==> src/rtl/cam_cap_pkg.sv <==
package cam_cap_pkg;
    typedef enum logic [1:0] {
        ST_IDLE    = 2'd0,
        ST_ARMED   = 2'd1,
        ST_CAPTURE = 2'd2
    } cap_state_e;

    localparam int BYTE_W = 8;
endpackage

==> src/rtl/cap_sync_edge.sv <==
module cap_sync_edge (
    input  logic clk,
    input  logic rst_n,
    input  logic hsync_in,
    input  logic vsync_in,
    input  logic hs_pol,
    input  logic vs_pol,
    input  logic embedded,
    output logic hs_act,
    output logic vs_act,
    output logic hs_fall,
    output logic vs_rise,
    output logic vs_fall
);
    logic hs_prev, vs_prev;

    // embedded select forces active-high reading
    assign hs_act = embedded ? hsync_in : (hs_pol ? hsync_in : ~hsync_in);
    assign vs_act = embedded ? vsync_in : (vs_pol ? vsync_in : ~vsync_in);

    always_ff @(posedge clk or negedge rst_n) begin
        if (!rst_n) begin
            hs_prev <= 1'b0;
            vs_prev <= 1'b0;
        end else begin
            hs_prev <= hs_act;
            vs_prev <= vs_act;
        end
    end

    assign hs_fall = hs_prev & ~hs_act;
    assign vs_rise = vs_act & ~vs_prev;
    assign vs_fall = vs_prev & ~vs_act;
endmodule

==> src/rtl/cap_frame_fsm.sv <==
module cap_frame_fsm
    import cam_cap_pkg::*;
(
    input  logic       clk,
    input  logic       rst_n,
    input  logic       start,
    input  logic       stop,
    input  logic       snapshot,
    input  logic       vs_rise,
    input  logic       vs_fall,
    output cap_state_e state,
    output logic       frame_end,
    output logic       cap_active
);
    cap_state_e nxt;
    logic       stop_pend;

    always_comb begin
        nxt = state;
        unique case (state)
            ST_IDLE:    if (start) nxt = ST_ARMED;
            ST_ARMED: begin
                if (stop)         nxt = ST_IDLE;
                else if (vs_rise) nxt = ST_CAPTURE;
            end
            ST_CAPTURE: begin
                if (vs_fall)
                    nxt = (snapshot || stop_pend || stop) ? ST_IDLE : ST_ARMED;
            end
            default: nxt = ST_IDLE;
        endcase
    end

    // state register
    always_ff @(posedge clk or negedge rst_n) begin
        if (!rst_n) state <= ST_IDLE;
        else        state <= nxt;
    end

    // outputs and deferred-stop memory
    always_ff @(posedge clk or negedge rst_n) begin
        if (!rst_n) begin
            frame_end  <= 1'b0;
            cap_active <= 1'b0;
            stop_pend  <= 1'b0;
        end else begin
            frame_end  <= (state == ST_CAPTURE) && vs_fall;
            cap_active <= (nxt != ST_IDLE);
            if (state == ST_CAPTURE && !vs_fall && stop) stop_pend <= 1'b1;
            else if (nxt != ST_CAPTURE)                  stop_pend <= 1'b0;
        end
    end

    p_arm_wait_r2: assert property (@(posedge clk) disable iff (!rst_n)
        (state == ST_ARMED && !vs_rise && !stop) |=> (state == ST_ARMED));

    p_snap_done_r4: assert property (@(posedge clk) disable iff (!rst_n)
        (state == ST_CAPTURE && vs_fall && snapshot) |=> (state == ST_IDLE && frame_end && !cap_active));

    p_defer_stop_r5: assert property (@(posedge clk) disable iff (!rst_n)
        (state == ST_CAPTURE && !vs_fall) |=> (state == ST_CAPTURE && cap_active));

    p_pulse_r12: assert property (@(posedge clk) disable iff (!rst_n)
        frame_end |=> !frame_end);
endmodule

==> src/rtl/cap_window.sv <==
module cap_window #(
    parameter int X_W = 12,
    parameter int Y_W = 12
) (
    input  logic           clk,
    input  logic           rst_n,
    input  logic           hs_act,
    input  logic           vs_act,
    input  logic           hs_fall,
    input  logic           crop_on,
    input  logic [X_W-1:0] x0,
    input  logic [X_W-1:0] xcnt,
    input  logic [Y_W-1:0] y0,
    input  logic [Y_W-1:0] ycnt,
    output logic           in_win
);
    localparam logic [X_W-1:0] X_MAX = {X_W{1'b1}};
    localparam logic [Y_W-1:0] Y_MAX = {Y_W{1'b1}};

    logic [X_W-1:0] x_pos;
    logic [Y_W-1:0] y_pos;

    always_ff @(posedge clk or negedge rst_n) begin
        if (!rst_n) begin
            x_pos <= '0;
            y_pos <= '0;
        end else begin
            if (!hs_act)                        x_pos <= '0;
            else if (vs_act && x_pos != X_MAX)  x_pos <= x_pos + 1'b1;
            if (!vs_act)                        y_pos <= '0;
            else if (hs_fall && y_pos != Y_MAX) y_pos <= y_pos + 1'b1;
        end
    end

    // window compare with subtraction so the far edge cannot wrap
    always_comb begin
        in_win = 1'b1;
        if (crop_on)
            in_win = (x_pos >= x0) && ((x_pos - x0) < xcnt) &&
                     (y_pos >= y0) && ((y_pos - y0) < ycnt);
    end

    p_x_origin_r7: assert property (@(posedge clk) disable iff (!rst_n)
        !hs_act |=> (x_pos == '0) || hs_act);
endmodule

==> src/rtl/cap_packer.sv <==
module cap_packer #(
    parameter int OUT_W = 32
) (
    input  logic             clk,
    input  logic             rst_n,
    input  logic             frame_start,
    input  logic             byte_vld,
    input  logic [7:0]       byte_in,
    input  logic             flush,
    input  logic             drop,
    input  logic             clr_ovr,
    output logic [OUT_W-1:0] out_data,
    output logic             out_valid,
    input  logic             out_ready,
    output logic             overrun
);
    localparam int LANES = OUT_W / 8;
    localparam int IDX_W = $clog2(LANES);
    localparam logic [IDX_W-1:0] LAST = IDX_W'(LANES - 1);

    logic [OUT_W-1:0] acc;
    logic [IDX_W-1:0] idx;
    logic [OUT_W-1:0] lane_val;
    logic             held;

    assign lane_val = OUT_W'(byte_in) << {idx, 3'b000};
    assign held     = out_valid && !out_ready;

    always_ff @(posedge clk or negedge rst_n) begin
        if (!rst_n) begin
            acc       <= '0;
            idx       <= '0;
            out_data  <= '0;
            out_valid <= 1'b0;
            overrun   <= 1'b0;
        end else begin
            if (out_valid && out_ready) out_valid <= 1'b0;
            if (clr_ovr)                overrun   <= 1'b0;
            if (frame_start) begin
                acc <= '0;
                idx <= '0;
            end else if (byte_vld) begin
                if (idx == LAST) begin
                    if (held) overrun <= 1'b1;
                    else begin
                        out_data  <= acc | lane_val;
                        out_valid <= 1'b1;
                    end
                    acc <= '0;
                    idx <= '0;
                end else begin
                    acc <= acc | lane_val;
                    idx <= idx + 1'b1;
                end
            end else if (flush && idx != '0) begin
                if (held) overrun <= 1'b1;
                else begin
                    out_data  <= acc;
                    out_valid <= 1'b1;
                end
                acc <= '0;
                idx <= '0;
            end else if (drop) begin
                acc <= '0;
                idx <= '0;
            end
        end
    end

    p_hold_r11: assert property (@(posedge clk) disable iff (!rst_n)
        (out_valid && !out_ready) |=> (out_valid && $stable(out_data)));

    p_ovr_sticky_r11: assert property (@(posedge clk) disable iff (!rst_n)
        (overrun && !clr_ovr) |=> overrun);
endmodule

==> src/rtl/cam_capture_ctrl.sv <==
module cam_capture_ctrl
    import cam_cap_pkg::*;
#(
    parameter int X_W   = 12,
    parameter int Y_W   = 12,
    parameter int OUT_W = 32
) (
    input  logic             clk,
    input  logic             rst_n,
    input  logic [7:0]       pix_data,
    input  logic             hsync_in,
    input  logic             vsync_in,
    input  logic             ctl_start,
    input  logic             ctl_stop,
    input  logic             cfg_snapshot,
    input  logic             cfg_jpeg,
    input  logic             cfg_crop,
    input  logic             cfg_embedded,
    input  logic             cfg_hs_pol,
    input  logic             cfg_vs_pol,
    input  logic [X_W-1:0]   crop_x0,
    input  logic [X_W-1:0]   crop_xcnt,
    input  logic [Y_W-1:0]   crop_y0,
    input  logic [Y_W-1:0]   crop_ycnt,
    output logic [OUT_W-1:0] out_data,
    output logic             out_valid,
    input  logic             out_ready,
    output logic             cap_active,
    output logic             frame_end,
    output logic             overrun,
    output logic             cfg_illegal
);
    logic       hs_act, vs_act, hs_fall, vs_rise, vs_fall;
    logic       in_win, byte_vld, fe_evt;
    cap_state_e state;

    assign cfg_illegal = cfg_embedded & cfg_jpeg;

    cap_sync_edge u_sync (
        .clk(clk), .rst_n(rst_n),
        .hsync_in(hsync_in), .vsync_in(vsync_in),
        .hs_pol(cfg_hs_pol), .vs_pol(cfg_vs_pol), .embedded(cfg_embedded),
        .hs_act(hs_act), .vs_act(vs_act), .hs_fall(hs_fall),
        .vs_rise(vs_rise), .vs_fall(vs_fall)
    );

    cap_frame_fsm u_fsm (
        .clk(clk), .rst_n(rst_n),
        .start(ctl_start), .stop(ctl_stop), .snapshot(cfg_snapshot),
        .vs_rise(vs_rise), .vs_fall(vs_fall),
        .state(state), .frame_end(frame_end), .cap_active(cap_active)
    );

    cap_window #(.X_W(X_W), .Y_W(Y_W)) u_win (
        .clk(clk), .rst_n(rst_n),
        .hs_act(hs_act), .vs_act(vs_act), .hs_fall(hs_fall),
        .crop_on(cfg_crop && !cfg_jpeg),
        .x0(crop_x0), .xcnt(crop_xcnt), .y0(crop_y0), .ycnt(crop_ycnt),
        .in_win(in_win)
    );

    assign byte_vld = (state == ST_CAPTURE) && vs_act && hs_act && in_win;
    assign fe_evt   = (state == ST_CAPTURE) && vs_fall;

    cap_packer #(.OUT_W(OUT_W)) u_pack (
        .clk(clk), .rst_n(rst_n),
        .frame_start(vs_rise), .byte_vld(byte_vld), .byte_in(pix_data),
        .flush(fe_evt && cfg_jpeg), .drop(fe_evt && !cfg_jpeg),
        .clr_ovr(ctl_start),
        .out_data(out_data), .out_valid(out_valid), .out_ready(out_ready),
        .overrun(overrun)
    );

    p_quiet_idle_r2: assert property (@(posedge clk) disable iff (!rst_n)
        !cap_active |=> !$rose(out_valid));
endmodule

==> config.mk <==
export PLATFORM = sky130hd
export DESIGN_NAME = cam_capture_ctrl
export DESIGN_NICKNAME = d
export VERILOG_FILES = /design/src/rtl/cam_cap_pkg.sv /design/src/rtl/cap_sync_edge.sv /design/src/rtl/cap_frame_fsm.sv /design/src/rtl/cap_window.sv /design/src/rtl/cap_packer.sv /design/src/rtl/cam_capture_ctrl.sv
export SDC_FILE = /design/constraint.sdc
export NUM_CORES = 1
export LEC_CHECK = 0
export ABC_CLOCK_PERIOD_IN_PS = 5690
export CAP_MARGIN = 20
export CORE_ASPECT_RATIO = 0.8
export CORE_MARGIN = 2
export CORE_UTILIZATION = 45
export CTS_BUF_LIST = sky130_fd_sc_hd__clkbuf_16
export CTS_CLUSTER_DIAMETER = 30
export DETAILED_ROUTE_END_ITERATION = 7
export PLACE_DENSITY = 0.69
export SETUP_SLACK_MARGIN = 0.2
export SKIP_LAST_GASP = 1
export SLEW_MARGIN = 20
export SYNTH_ARGS = -nofsm -noshare
export SYNTH_HDL_FRONTEND = slang
export SYNTH_SLANG_ARGS = --single-unit
==> constraint.sdc <==
create_clock -name clk -period 5.69 [get_ports clk]
set_input_delay 0.569 -clock clk [delete_from_list [all_inputs] [get_ports clk]]
set_output_delay 0.569 -clock clk [all_outputs]
set_load 0.1 [all_outputs]
# After elaboration in Yosys (flattened, before gate mapping)
# Index checks and enable logic that the tools add are counted.
[totals] out_inout_bits=37 ff_bits=99
[classes] n_reduce_logical=29 shifts=1 order_cmp=4 n_eq_ne=9 n_addsub=5 mux=44 bitwise_logic=12
[ops] cell="$mux W32" count=10
[ops] cell="$mux W12" count=4
[ops] cell="$or A32 B32 Y32" count=1
[ops] cell="$shl A8 B5 Y32" count=1
[ops] cell="$add A12 B1 Y12 const B" count=2
[ops] cell="$ge A12 B12 Y1" count=2
[ops] cell="$lt A12 B12 Y1" count=2
[ops] cell="$ne A12 B12 Y1 const B" count=2
[ops] cell="$sub A12 B12 Y12" count=2
[ops] cell="$mux W1" count=20
[ops] cell="$mux W2" count=9
[ops] cell="$logic_and A1 B1 Y1" count=17
[ops] cell="$reduce_bool A2 Y1" count=4
[ops] cell="$not A1 Y1" count=7
[ops] cell="$ne A2 B1 Y1 const B" count=3
[ops] cell="$pmux W2 S3" count=1
[ops] cell="$and A1 B1 Y1" count=4
[ops] cell="$eq A2 B2 Y1 const B" count=2
[ops] cell="$reduce_and A4 Y1" count=1
[ops] cell="$reduce_bool A4 Y1" count=1
[ops] cell="$logic_not A1 Y1" count=3
[ops] cell="$add A2 B1 Y2 const B" count=1
[ops] cell="$eq A2 B1 Y1 const B" count=1
[ops] cell="$logic_not A2 Y1" count=1
[ops] cell="other kinds (2)" count=3

# Logic depth before layout (Yosys ltp)
[depth] depth_word=11 depth_mapped=21

# By module
# From an unflattened synthesis, not the netlist that was laid out.
[hier_totals] cells_unflattened=691 area_unflattened_um2=6580.1
[modules_own_cells] mod="cap_packer" cells_per_inst=300 area_each_um2=3342.0 n_inst=1 seq_area_each_um2=1701.6
[modules_own_cells] mod="cap_window" cells_per_inst=356 area_each_um2=2877.8 n_inst=1 seq_area_each_um2=600.6
[modules_own_cells] mod="cap_frame_fsm" cells_per_inst=18 area_each_um2=210.2 n_inst=1 seq_area_each_um2=125.1
[modules_own_cells] mod="cap_sync_edge" cells_per_inst=11 area_each_um2=102.6 n_inst=1 seq_area_each_um2=50.0
[modules_own_cells] mod="cam_capture_ctrl" cells_per_inst=6 area_each_um2=47.5 n_inst=1 seq_area_each_um2=0.0

# Least setup slack after synthesis
# Ideal clock, no wire load.
[synth_timing] path_kind="input -> register" start="in crop_x0[1]" end="reg u_pack.out_data[0]" cell_stages=19 path_slack_ns=1.353 setup_ns=0.079 arrival_time_ns=4.257 required_time_ns=5.611 n_path_buf=2 path_cell_list="inv_1 ha_1 nor2b_1 o21ai_0 a21boi_0 o211ai_1 a211o_1 a211o_1 nand3_1 ha_1 nand2_1 o2111ai_1 or4_1 a211o_1 o31a_1 nor2b_2 buf_6 buf_12 mux2i_1"
[synth_via] elab_chain_len=9 elab_cells_between_ends=12
[synth_lines] element="start: declaration" line="cam_capture_ctrl.sv:21" rtl="input logic [X_W-1:0] crop_x0,"
[synth_lines] element="$sub A12 B12 Y12" line="cap_window.sv:39" rtl="in_win = (x_pos >= x0) && ((x_pos - x0) < xcnt) &&"
[synth_lines] element="$lt A12 B12 Y1" line="cap_window.sv:39"
[synth_lines] element="$logic_and A1 B1 Y1 (*) (2 in series)" line="cap_window.sv:39"
[synth_lines] element="$logic_and A1 B1 Y1 (*)" line="cap_window.sv:40" rtl="(y_pos >= y0) && ((y_pos - y0) < ycnt);"
[synth_lines] element="$mux W1 (*)" line="cap_window.sv:38" rtl="if (crop_on)"
[synth_lines] element="$logic_and A1 B1 Y1 (*)" line="cam_capture_ctrl.sv:62" rtl="assign byte_vld = (state == ST_CAPTURE) && vs_act && hs_act && in_win;"
[synth_lines] element="$ne A2 B1 Y1 (no source line) / $reduce_bool A2 Y1 (equally long branches)"
[synth_lines] element="$reduce_and A4 Y1 (no source line)"
[synth_lines] element="end signal: assignment" line="cap_packer.sv:46" rtl="out_data <= acc | lane_val;"
[synth_lines] element="end: declaration" line="cap_packer.sv:12" rtl="output logic [OUT_W-1:0] out_data,"
# Mark *: on every way between the ends. The rest lies on a longest branch, timed or not.
# A chain may end at the register's enable or synchronous reset.

# Worst setup path after layout
[layout_timing] start="in crop_x0[1]" end="reg u_pack.acc[5]"
[layout_via] elab_chain_len=9 elab_cells_between_ends=11
[layout_lines] element="$sub A12 B12 Y12" line="cap_window.sv:39"
[layout_lines] element="$lt A12 B12 Y1" line="cap_window.sv:39"
[layout_lines] element="$logic_and A1 B1 Y1 (*) (2 in series)" line="cap_window.sv:39"
[layout_lines] element="$logic_and A1 B1 Y1 (*)" line="cap_window.sv:40"
[layout_lines] element="$mux W1 (*)" line="cap_window.sv:38"
[layout_lines] element="$logic_and A1 B1 Y1 (*)" line="cam_capture_ctrl.sv:62"
[layout_lines] element="$mux W32" line="cap_packer.sv:42" rtl="end else if (byte_vld) begin"
[layout_lines] element="$mux W32" line="cap_packer.sv:39" rtl="if (frame_start) begin"
[layout_lines] element="end signal: assignment" line="cap_packer.sv:52" rtl="acc <= acc | lane_val;"
[layout_lines] element="end: declaration" line="cap_packer.sv:21" rtl="logic [OUT_W-1:0] acc;"
# Marked as above.

==> impl_results.md <==
* Worst EP required at slightly below 6 ns
* CTS tree: built
* Mean Syn Cell Area at 9.34 µm²
* Multiplexer share of the synthesized area at 0.0558
* Max VDD drop at 0.142 mV
* DR WL/cell at approximately 16 µm
* Worst EP arrival at roughly 5.3 ns
* Synth Area in Simple Gates at 0.145
* Buffers on Ports at ~110
* MaxCap Viol Count at 0
* I/O pins at 106
* Post-DRT Antenna Nets at 0
* Tmin final at between 5 and 6 ns
* # DRC at 0
* CORE AREA at around 14,000 µm²
* Total number of vias at around 5,000
* Post-Route WL at roughly 15,000 µm
* Synthesis-to-layout area growth at 24.0%
* FMAX at ~200 MHz
* Top cell type's share of synthesized area at 0.395
* Reg clk slew, reported paths at around 0.070 ns
* P per Cell Area at 213 nW/µm²
* Area fraction in compound gates after synthesis at 0.169
* Post-Syn Instances at 672
* Worst hold path type: in -> async
* Critical path endpoint category: register
* Layout cells sized above 1 at 0.0384
* Initial DRT Pass Iterations at 7
* Die area at about 15,000 µm²
* Yosys top cell by area: dfrtp_1
* Crit path max fanout at 35
* Post-CTS Resized at 0
* Largest family of logic cells by synthesized area: compound AO/OA/AOI/OAI gates
* Crit path launch: crop_x0[1]
* Worst-skew pair later-pin latency at about 0.35 ns
* CTS buffer count at 9
* N_diodes at 0
* Initial Util at 0.462
* Post-CTS setup buffer count at 0
* Grt ovf at 0
* Slew Limit Fails at 0
* H-Tree Depth at 3
* Final Hold Vio Count at 0
* Hold slack at ~0.13 ns
* Outcome: finished clean
* Final worst-path cycle share at 0.882
* Clock Tree Buf Depth at 2
* Clock Skew at roughly 0.011 ns
* Synth warn at 0
* Detail Placement HPWL at 11,500 µm
* Finished Core Util at 0.572
* Nets@finish at roughly 900
* Ys async rst share at 1.00
* CP Launch Type: primary input
* Synth Area in XOR/XNOR at 0.0488
* Total track usage at 0.214
* Sequential area share after synthesis at 0.395
* Final setup fails at 0
* DRT iter0 DRCs at 394
* Post-route design area at 7780 µm²
* Top_reg_cell synth: dfrtp_1
* Synth cell count leaders: 99 x dfrtp_1, 95 x inv_1, 51 x nor2_1
* Post-synth EDFFs at 0
* Synth Cell Area at about 6300 µm²
* Largest net degree at the start of global routing at 74
* Slew HR at 0.339
* Leakage at ~3.6 nW
* Die Span X at between 100 and 150 µm
* Crit path kind: in -> reg
* Setup TNS at 0 ns
* Vias in the first global route at around 5,100
* R2r startpoint: u_win.y_pos[0]
* Quantity of hold-fixing buffers added after cts at 0
* Dpl cell area at roughly 7500 µm²
* First-pass GRT wire length at approximately 25,000 µm
* Ranking of synthesized cells by area: dfrtp_1 39%, ha_1 10%, inv_1 5.7%
* Clk sinks at approximately 100
* RSZ-0062 raised after global routing: no
* Top-count cell post-synth: dfrtp_1
* Core Rows at 38
* Worst Max-Slew Pin Slew at about 0.99 ns
* Synth Register Bits at 99
* Chip Height at 110 µm
* Antenna violations before repair at 0
* Vias per std cell at approximately 5.3
* Gpl congestion at a little under 0.9
* Synth Area in Adders at 0.106
* Cell variety after synth at 54
* Syn Nets at slightly below 800
* Clock Tree Root: clkbuf_16
logic make-up (layout without fill, tap and decap cells):
logic type      count (synthesis)  after routing
mux                            35             35
xor+xnor                       35             35
fa+ha+maj                      52             52
buf+inv                       114            223
simple gates                  179            179
flops                          99             99
compound gates                158            158
routing by layer:
metal	part of all wire	up-vias	global-route usage
li1	-	2584	-
met1	0.51	2412	0.323
met2	0.43	117	0.318
met3	0.046	21	0.0341
met4	0.016	0	0.0588
met5	0	-	0
through the flow:
step	power (mW)	cells	setup slack, ns
final	1.66	961	0.670
after global routing	1.73	961	0.249
after CTS	1.67	961	0.710
after detailed placement	1.05	945	0.336
after global placement	1.04	945	0.591
after floorplan	0.926	672	1.35
final cells by class:
type                       count  area [µm²]
inverter                      95         357
multi-input combinational    459        3310
clock inverter                 7        73.8
sequential                    99        2480
timing repair buffer         112        1110
clock buffer                   9         225
tap                          180         225
fill                        1212        5820
flip-flops by register name, indices dropped and copies added, names as in the netlist:
signal / flops
u_pack.out_valid: 1
u_pack.acc: 32
u_sync.vs_prev: 1
u_pack.out_data: 32
u_pack.idx: 2
u_win.x_pos: 12
u_fsm.cap_active: 1
u_pack.overrun: 1
u_sync.hs_prev: 1
u_win.y_pos: 12
u_fsm.state: 2
u_fsm.stop_pend: 1
u_fsm.frame_end: 1
worst max-delay path, cell delays in order:
cell and delay (ns):
clkdlybuf4s50_1 0.45, inv_1 0.07, ha_1 0.29, nor2b_1 0.11
o21ai_0 0.09, a21boi_0 0.33, o211ai_1 0.20, a211o_1 0.36
a211o_1 0.26, nand3_1 0.09, ha_1 0.26, nand2_1 0.08
o2111ai_1 0.11, or4_1 0.53, a211o_1 0.34, o21ai_2 0.20
buf_4 0.39, nand3b_1 0.31, o2bb2ai_1 0.24
layout by cell type, fill, tap and decap left out, drive strengths merged, types with 13 or more instances in the layout:
cell,synthesis,final
nor4,24,24
clkdlybuf4s50,0,104
nand3,17,17
mux2i,35,35
ha,50,50
xor2,15,15
inv,95,99
nor2,51,51
o21a,31,31
nand2,28,28
xnor2,20,20
o21ai,20,20
a21oi,30,30
nand4,14,14
a31oi,32,32
nand2b,13,13
dfrtp,99,99
worst paths after layout:
path | cells past startpoint | slack [ns] | end
setup / recovery | 19 | 0.67 | u_pack.acc[5]
hold / removal | 1 | 0.13 | u_pack.out_data[27]
setup reg to reg | 20 | 0.88 | u_pack.acc[25]
hold reg to reg | 1 | 0.49 | u_pack.acc[30]
max in group asynchronous | 2 | 4.34 | u_pack.idx[0]
min in group clk | 1 | 0.49 | u_pack.acc[30]
report_power, final:
part           switching, mW  total [mW]  internal (mW)
Combinational          0.188       0.308          0.120
Sequential            0.0127       0.731          0.719
Clock                  0.271       0.616          0.345
Total                  0.472        1.66           1.18
Note: power is estimated with default switching activity, not from simulation.
